`src/rtl/vic_pkg.sv`:
```
package vic_pkg;
   localparam int NSRC       = 5;
   localparam int SRC_IDX_W  = $clog2(NSRC);
   localparam int MSK_N      = 3;
   localparam int CMD_W      = 5;
   localparam int APPLY_BIT  = 3;
   localparam int CLR_HI_BIT = 4;
   localparam int STAT_W     = 8;

   typedef enum logic [SRC_IDX_W-1:0] {
      SRC_NMI = 3'd0,
      SRC_HI  = 3'd1,
      SRC_MID = 3'd2,
      SRC_LO  = 3'd3,
      SRC_EXT = 3'd4
   } src_e;

   // Handler address by priority slot: trap at 0x24, restarts spaced by 8 upward
   function automatic logic [31:0] vec_of(input logic [SRC_IDX_W-1:0] p);
      if (p == SRC_NMI) return 32'h24;
      return 32'h24 + 32'(8 * (4 - int'(p)));
   endfunction
endpackage

```
`src/rtl/vic_edge_latch.sv`:
```
module vic_edge_latch #(
   parameter bit HOLD_HIGH = 1'b0
) (
   input  logic clk,
   input  logic rst_n,
   input  logic in_i,
   input  logic clr_i,
   output logic pend_o
);
   logic prev_q, pend_q, pend_d, rise;

   assign rise = in_i & ~prev_q;

   generate
      if (HOLD_HIGH) begin : g_hold
         // request lives only while the line stays high
         assign pend_d = in_i & (rise | (pend_q & ~clr_i));
      end else begin : g_latch
         // request survives the line falling; a fresh edge beats a clear
         assign pend_d = rise | (pend_q & ~clr_i);
      end
   endgenerate

   always_ff @(posedge clk or negedge rst_n) begin
      if (!rst_n) begin
         prev_q <= 1'b0;
         pend_q <= 1'b0;
      end else begin
         prev_q <= in_i;
         pend_q <= pend_d;
      end
   end

   assign pend_o = pend_q;

   p_pend_from_edge_r7: assert property (@(posedge clk) disable iff (!rst_n)
      $rose(pend_q) |-> $past(in_i));
endmodule

```
`src/rtl/vic_prio_pick.sv`:
```
module vic_prio_pick #(
   parameter int N     = 5,
   localparam int IW   = $clog2(N)
) (
   input  logic          clk,
   input  logic          rst_n,
   input  logic [N-1:0]  req_i,
   output logic [N-1:0]  grant_o,
   output logic [IW-1:0] idx_o,
   output logic          any_o
);
   generate
      if (N < 2) begin : g_bad_n
         $error("vic_prio_pick needs at least two requesters");
      end
   endgenerate

   // index 0 is the highest priority
   always_comb begin
      grant_o = '0;
      idx_o   = '0;
      for (int i = N - 1; i >= 0; i--) begin
         if (req_i[i]) begin
            grant_o    = '0;
            grant_o[i] = 1'b1;
            idx_o      = IW'(i);
         end
      end
   end

   assign any_o = |req_i;

   p_grant_onehot_r2: assert property (@(posedge clk) disable iff (!rst_n)
      $onehot0(grant_o));
   p_grant_in_req_r2: assert property (@(posedge clk) disable iff (!rst_n)
      (grant_o & ~req_i) == '0);
endmodule

```
`src/rtl/prio_vec_intc.sv`:
```
module prio_vec_intc
   import vic_pkg::*;
#(
   parameter int VEC_W = 16
) (
   input  logic                 clk,
   input  logic                 rst_n,
   input  logic                 nmi_i,
   input  logic                 irq_hi_i,
   input  logic                 irq_mid_i,
   input  logic                 irq_lo_i,
   input  logic                 ext_req_i,
   input  logic                 boundary_i,
   input  logic                 cmd_ei_i,
   input  logic                 cmd_di_i,
   input  logic                 cmd_msk_wr_i,
   input  logic [CMD_W-1:0]     cmd_msk_data_i,
   output logic                 take_o,
   output logic                 ext_vec_o,
   output logic [VEC_W-1:0]     vec_o,
   output logic                 inta_n_o,
   output logic [STAT_W-1:0]    status_o
);
   generate
      if (VEC_W < 8 || VEC_W > 32) begin : g_bad_vec
         $error("VEC_W must lie between 8 and 32");
      end
   endgenerate

   localparam logic [VEC_W-1:0] NMI_VEC = VEC_W'(32'h24);

   logic [MSK_N-1:0]     mask_q;
   logic                 ien_q;
   logic                 nmi_pend, hi_pend;
   logic [NSRC-1:0]      elig, grant;
   logic [SRC_IDX_W-1:0] win_idx;
   logic                 any_elig, accept, clr_hi;

   vic_edge_latch #(.HOLD_HIGH(1'b1)) u_nmi_lat (
      .clk(clk), .rst_n(rst_n), .in_i(nmi_i),
      .clr_i(accept & grant[SRC_NMI]), .pend_o(nmi_pend));

   assign clr_hi = (accept & grant[SRC_HI]) | (cmd_msk_wr_i & cmd_msk_data_i[CLR_HI_BIT]);

   vic_edge_latch #(.HOLD_HIGH(1'b0)) u_hi_lat (
      .clk(clk), .rst_n(rst_n), .in_i(irq_hi_i),
      .clr_i(clr_hi), .pend_o(hi_pend));

   assign elig[SRC_NMI] = nmi_pend;
   assign elig[SRC_HI]  = hi_pend   & ~mask_q[2] & ien_q;
   assign elig[SRC_MID] = irq_mid_i & ~mask_q[1] & ien_q;
   assign elig[SRC_LO]  = irq_lo_i  & ~mask_q[0] & ien_q;
   assign elig[SRC_EXT] = ext_req_i & ien_q;

   vic_prio_pick #(.N(NSRC)) u_pick (
      .clk(clk), .rst_n(rst_n), .req_i(elig),
      .grant_o(grant), .idx_o(win_idx), .any_o(any_elig));

   assign accept = boundary_i & any_elig;

   always_ff @(posedge clk or negedge rst_n) begin
      if (!rst_n) begin
         ien_q  <= 1'b0;
         mask_q <= '1;
      end else begin
         if (accept && !grant[SRC_NMI]) ien_q <= 1'b0;
         else if (cmd_di_i)             ien_q <= 1'b0;
         else if (cmd_ei_i)             ien_q <= 1'b1;
         if (cmd_msk_wr_i && cmd_msk_data_i[APPLY_BIT])
            mask_q <= cmd_msk_data_i[MSK_N-1:0];
      end
   end

   always_ff @(posedge clk or negedge rst_n) begin
      if (!rst_n) begin
         take_o    <= 1'b0;
         ext_vec_o <= 1'b0;
         inta_n_o  <= 1'b1;
         vec_o     <= '0;
      end else begin
         take_o    <= accept;
         ext_vec_o <= accept & grant[SRC_EXT];
         inta_n_o  <= ~(accept & grant[SRC_EXT]);
         vec_o     <= (accept && !grant[SRC_EXT]) ? VEC_W'(vec_of(win_idx)) : '0;
      end
   end

   assign status_o = {ext_req_i, hi_pend, irq_mid_i, irq_lo_i, ien_q, mask_q};

   p_take_at_boundary_r12: assert property (@(posedge clk) disable iff (!rst_n)
      take_o |-> $past(boundary_i));
   p_ack_only_ext_r9: assert property (@(posedge clk) disable iff (!rst_n)
      !inta_n_o |-> (take_o && ext_vec_o && vec_o == '0));
   p_ien_drop_r10: assert property (@(posedge clk) disable iff (!rst_n)
      (take_o && (ext_vec_o || vec_o != NMI_VEC)) |-> !ien_q);
   p_mask_hold_r6: assert property (@(posedge clk) disable iff (!rst_n)
      !cmd_msk_wr_i |=> $stable(mask_q));
endmodule

```
`config.mk`:
```
export PLATFORM = sky130hd
export DESIGN_NAME = prio_vec_intc
export DESIGN_NICKNAME = d
export VERILOG_FILES = /design/src/rtl/vic_pkg.sv /design/src/rtl/vic_edge_latch.sv /design/src/rtl/vic_prio_pick.sv /design/src/rtl/prio_vec_intc.sv
export SDC_FILE = /design/constraint.sdc
export NUM_CORES = 1
export LEC_CHECK = 0
export CELL_PAD_IN_SITES_DETAIL_PLACEMENT = 1
export CELL_PAD_IN_SITES_GLOBAL_PLACEMENT = 1
export CORE_MARGIN = 4
export CORE_UTILIZATION = 31
export DETAILED_ROUTE_END_ITERATION = 10
export HOLD_SLACK_MARGIN = 0.12
export PLACE_DENSITY_LB_ADDON = 0.1
export SLEW_MARGIN = 25
export SYNTH_ARGS = -nofsm -noshare
export SYNTH_HDL_FRONTEND = slang
export SYNTH_SLANG_ARGS = --single-unit
```
`constraint.sdc`:
```
create_clock -name clk -period 3.2 [get_ports clk]
set_input_delay 0.64 -clock clk [delete_from_list [all_inputs] [get_ports clk]]
set_output_delay 0.64 -clock clk [all_outputs]
set_load 0.05 [all_outputs]
```
==> metrics.txt, run 1 <==
TritonCTS buffer count=3; Overall Global Routing Usage=between 10% and 20%; setup bufs post-CTS=0; setup tns final=0 ns; # IOs=43; critical path, cell by cell=clkdlybuf4s50_1 -> clkdlybuf4s50_1; Post-Syn Area=837.1 µm²; Clk pwr share=about a fifth; Die Area=3596 µm²; met1 Use GR=12.65%; part of the Yosys area used for sequential elements=48.43%; TritonRoute pass-1 iters=4; met3 Use GR=under 10%; Gate power share=33.8%; site row count=18; min-delay worst type=reg2reg; switch share=around a third; routed wire length=roughly 1700 µm; P&R area growth vs syn=42.00%; GRT overflow=0; Crit-path slowest cell=clkdlybuf4s50_1; Total Power=0.0005138 W; Setup Viol. Count Final=0; Max-cap violations=0; Layout Cells excl Fill=134; gpl congestion=0.7064; number of global-route vias before repair=between 500 and 600; diode count=0; dpl ws=0.5490 ns; #FFs+latches synth=16; worst vdd ir=235.8 µV; M2 GR Usage=15.90%; Worst-Margin Slew=0.7253 ns; via/cell ratio=about 4.6; clk slew on worst S/H paths=~0.09 ns; core box area=2522 µm²; Die W=59.97 µm; Finished Cell Area=1189 µm²; Fill cells=286; Buffers on Ports=40; largest net degree at the start of global routing=17; Nets=124; RSZ-0062 raised after global routing=false; Reg-to-Reg Start=u_nmi_lat.pend_o; Reg-to-Reg End=vec_o[6]; hold depth=1; NetSw=0.0001755 W; fmax=379.0 MHz; syn_area_per_cell=11.31 µm²; fin. max-slew vios=0; number of remaining DRC errors=0; Post-DP HPWL=1403 µm; via count=623; TritonCTS clock tree=done; global-route wire length before repair=2663 µm; sequential power share=45.1%; DR iter-0 viols=12; Synth Warn #=0; Layout Skew=~0.0027 ns; CTS Buffer Depth=2; Num Clock Sinks=16; Worst Path Required=~2.6 ns; Int Pwr=0.0003383 W; worst reg2reg setup slack=~1.1 ns; Max FO, Critical Path=5; Worst Path Arrival=about 2 ns; post-layout minimum cycle time=2.638 ns; Clock Latency Late Sink=0.28 ns; Buf/Inv on CP=2; initial core utilization=33.18%; number of placed instances, taps included=130; mean routed wirelength per cell=12.66 µm; Hold Crit Endpoint=u_hi_lat.pend_o; Top delay family on crit path=buffers and inverters; leakage=0.4846 nW; Max H-tree Level=1; initial antenna violation count=0; Hold Buf Count CTS=0; Worst path most repeated cell=clkdlybuf4s50_1; crit start category=input pin; critical path class=in2out; GRT busiest layer=met2; crit-path max cell delay=0.82 ns; Final ANT Viol Nets=0; Root Buffer=clkbuf_4; Most used DFF post-synth=dfrtp_1; final worst-path cycle share=82.45%; Critical Path End Type=output port; PwrDens=~430 nW/µm²; Mapped Cells=74; Post-synth ARST share=100.0%; Post-synth EDFFs=0; R2R depth=7; Slew headroom=51.50%; Die H=59.97 µm; Worst Hold Launch=u_hi_lat.prev_q; Hold Vio Cnt, Final=0; Final WS setup=0.5618 ns; Cell variety after synth=27; post-CTS resize count=0; Placed Area=1162 µm²; status=finished clean; share of layout cells above drive strength 1=14.42%
worst max-delay path by stage:
stage / startpoint / to / slack [ns] / cells past startpoint
global route: ext_req_i / status_o[7] / 0.53 / 2
CTS: ext_req_i / status_o[7] / 0.55 / 2
finish: ext_req_i / status_o[7] / 0.56 / 2
global placement: ext_req_i / status_o[7] / 0.56 / 2
detailed placement: ext_req_i / status_o[7] / 0.55 / 2
floorplan: mask_q[2] / vec_o[6] / 1.12 / 7
per-stage QoR:
| step | hold WS [ns] | util (%) |
|---|---|---|
| final | 0.4286 | 47.12 |
| after global routing | 0.4764 | 47.12 |
| after CTS | 0.4396 | 47.12 |
| after detailed placement | 0.4259 | 46.08 |
| after global placement | 0.4042 | 46.08 |
| after floorplan | 0.3444 | - |
cell families (layout without fill, tap and decap cells):
kind of cell | after synthesis | after routing | synth area share [%]
adder cells (fa/ha/maj) | 3 | 3 | 4.485
AO/OA/AOI/OAI | 9 | 9 | 9.267
multiplexers | 3 | 3 | 4.036
buffers and inverters | 18 | 46 | 15.25
flip-flops | 16 | 16 | 48.43
other | 1 | 3 | 0.4480
AND/OR/NAND/NOR | 24 | 24 | 18.09
cell usage in the layout (no fill, tap or decap):
cell	instances
and4_1	1
nor2_1	2
clkbuf_4	3
dfstp_2	4
nand2b_1	3
nor2b_1	2
mux2_2	3
dfrtp_1	12
nand4_1	1
a21boi_0	1
clkbuf_1	1
o41ai_4	1
o21ai_0	3
ha_1	3
clkdlybuf4s50_1	40
nand3_1	1
nor4_1	1
and2b_4	2
nor3_2	1
inv_1	2
a21oi_1	1
nor3_1	2
nand2_1	4
o21a_1	2
conb_1	3
nand3b_1	1
o211ai_1	1
nor2b_2	1
nor3b_1	2
synthesized netlist by cell type (2+ instances only):
master	n	share of area, %
buf_4	16	14
dfrtp_1	12	36
dfstp_2	4	13
nand2_1	4	1.8
ha_1	3	4.5
mux2_2	3	4.0
nand2b_1	3	2.2
o21ai_0	3	1.8
and2b_4	2	2.4
inv_1	2	0.90
nor2_1	2	0.90
nor2b_1	2	1.5
nor3_1	2	1.2
nor3b_1	2	1.8
o21a_1	2	1.8
power groups by stage:
stage               logic (W)  clock network, W  registers (W)
finish               0.000173          0.000109       0.000232
detailed placement   0.000175                 0       0.000236
floorplan           0.0000879                 0       0.000268
CTS                  0.000175          0.000116       0.000232
global route         0.000185          0.000124       0.000235
global placement     0.000174                 0       0.000235
routing by layer:
layer  share of wire [%]  wire length, µm
met1                  41              693
met2                  48              818
met5                   0                0
met4                0.88               15
met3                  10              169
area by class of cell:
type	instances	area [µm²]	share of cell area, %
Tap cell	30	37.54	3.158
Timing Repair Buffer	40	400.4	33.68
Sequential cell	16	405.4	34.11
Clock buffer	4	26.28	2.211
Multi-Input combinational cell	42	311.5	26.21
Inverter	2	7.507	0.6316
sequential cells by signal, indices dropped and copies added, names as in the netlist:
| signal | cells |
|---|---|
| take_o | 1 |
| u_nmi_lat.pend_o | 1 |
| vec_o | 5 |
| u_nmi_lat.prev_q | 1 |
| u_hi_lat.prev_q | 1 |
| inta_n_o | 1 |
| ien_q | 1 |
| mask_q | 3 |
| u_hi_lat.pend_o | 1 |
| ext_vec_o | 1 |
Note: power is estimated with default switching activity, not from simulation.
==> run 2, diff against run 1 <==
--- a/config.mk
+++ b/config.mk
@@ -8,7 +8,7 @@
 export CELL_PAD_IN_SITES_DETAIL_PLACEMENT = 1
 export CELL_PAD_IN_SITES_GLOBAL_PLACEMENT = 1
 export CORE_MARGIN = 4
-export CORE_UTILIZATION = 31
+export CORE_UTILIZATION = 28
 export DETAILED_ROUTE_END_ITERATION = 10
 export HOLD_SLACK_MARGIN = 0.12
 export PLACE_DENSITY_LB_ADDON = 0.1
==> constraint.sdc (replaced) <==
create_clock -name clk -period 2.7 [get_ports clk]
set_input_delay 0.54 -clock clk [delete_from_list [all_inputs] [get_ports clk]]
set_output_delay 0.54 -clock clk [all_outputs]
set_load 0.05 [all_outputs]
==> metrics.txt, run 2 (synthesis gave the netlist of run 1 again) <==
TritonCTS clock tree=done; NetSw=0.0002115 W; Slew headroom=about 52%; Final ANT Viol Nets=0; Int Pwr=0.0004253 W; final worst-path cycle share=between 80% and 90%; share of layout cells above drive strength 1=18.27%; crit-path max cell delay=about 0.80 ns; core box area=2805 µm²; Max FO, Critical Path=4; Layout Skew=roughly 0.0023 ns; routed wire length=1749 µm; gpl congestion=approximately 0.73; status=finished clean; Root Buffer=clkbuf_4; GRT overflow=0; Clock Latency Late Sink=~0.29 ns; worst vdd ir=388.5 µV; number of global-route vias before repair=623; P&R area growth vs syn=42.45%; Worst-Margin Slew=0.7218 ns; dpl ws=approximately 0.21 ns; min-delay worst type=reg2reg; number of remaining DRC errors=0; Critical Path End Type=output port; setup bufs post-CTS=0; post-CTS resize count=0; # IOs=43; site row count=19; Fill cells=314; crit start category=flip-flop; PwrDens=534.1 nW/µm²; Overall Global Routing Usage=under 10%; Die H=62.68 µm; clk slew on worst S/H paths=0.09 ns; setup tns final=0 ns; Hold Vio Cnt, Final=0; Max H-tree Level=1; Hold Buf Count CTS=0; critical path, cell by cell=clkdlybuf4s50_1; critical path class=reg2out; Gate power share=32.3%; TritonCTS buffer count=3; global-route wire length before repair=about 3100 µm; initial core utilization=a little under 30%; Buffers on Ports=40; Setup Viol. Count Final=0; Worst Path Arrival=1.65 ns; largest register by flop count=vec_o; leakage=0.4933 nW; fmax=456.1 MHz; Die W=62.68 µm; multi-input logic area=around 310 µm²; diode count=0; largest net degree at the start of global routing=17; Die Area=roughly 3900 µm²; via count=a little over 600; switch share=33.21%; Post-DP HPWL=1439 µm; Worst Path Required=2.16 ns; Final WS setup=0.5076 ns; initial antenna violation count=0; TritonRoute pass-1 iters=4; via/cell ratio=4.504; area occupied by registers=405.4 µm²; max reg flops=5; commonest non-fill, non-tap cell in the layout=clkdlybuf4s50_1; DR iter-0 viols=7; Clk pwr share=24.6%; mean routed wirelength per cell=12.96 µm; most frequent cells in the layout=clkdlybuf4s50_1, dfrtp_1, nand2_1, dfstp_2; fin. max-slew vios=0; Max-cap violations=0; sequential power share=43.1%; RSZ-0062 raised after global routing=false; Top delay family on crit path=buffers and inverters; CTS Buffer Depth=2; post-layout minimum cycle time=between 2 and 2.5 ns; Crit-path slowest cell=clkdlybuf4s50_1; Buf/Inv on CP=1; Num Clock Sinks=16; Nets=124; Regs by FF count=vec_o: 5 flops, mask_q: 3 flops
## run 2: metrics by stage
stage	hold slack [ns]	instance area (µm²)	utilization, %	power [W]	instances
floorplan	0.2444	844.6	-	0.0004219	76
global placement	0.4084	1156	41.21	0.0004848	131
detailed placement	0.4192	1156	41.21	0.0004867	131
CTS	0.4322	1192	42.51	0.0006498	135
global route	0.4733	1192	42.51	0.0006775	135
finish	0.4250	1192	42.51	0.0006368	135
## run 2: path summary, 6_finish.rpt
| path | startpoint | endpoint | slack [ns] | cells after the start |
|---|---|---|---|---|
| worst max-delay path | mask_q[2] | status_o[2] | 0.51 | 1 |
| worst min-delay path | u_nmi_lat.prev_q | u_nmi_lat.pend_o | 0.42 | 1 |
| worst max register to register | u_nmi_lat.pend_o | vec_o[6] | 0.64 | 7 |
| worst min register to register | u_nmi_lat.prev_q | u_nmi_lat.pend_o | 0.42 | 1 |
| max in group asynchronous | rst_n | u_hi_lat.pend_o | 1.57 | 1 |
| min in group asynchronous | rst_n | vec_o[14] | 0.68 | 1 |
## run 2: metal layers
layer	vias up	share of wire, %	GRT usage [%]
met5	-	0	0
met4	0	0.57	3.306
met3	2	8.6	4.496
met2	30	49	15.98
met1	282	42	11.44
li1	294	-	-
## run 2: cell type report
class,count,area share [%]
multi-input cells,42,26.13
inverters,2,0.6296
repair buffers,40,32.95
well taps,31,3.253
clock buffers,4,3.043
flip-flops and latches,16,34.00
## run 2: power groups by stage
stage,registers (W),logic (W),clock network (W)
5_1_grt,0.000278,0.000221,0.000179
3_3_place_gp,0.000279,0.000206,0
3_5_place_dp,0.000279,0.000207,0
2_1_floorplan,0.000318,0.000104,0
4_1_cts,0.000275,0.000209,0.000166
6_report,0.000274,0.000206,0.000157
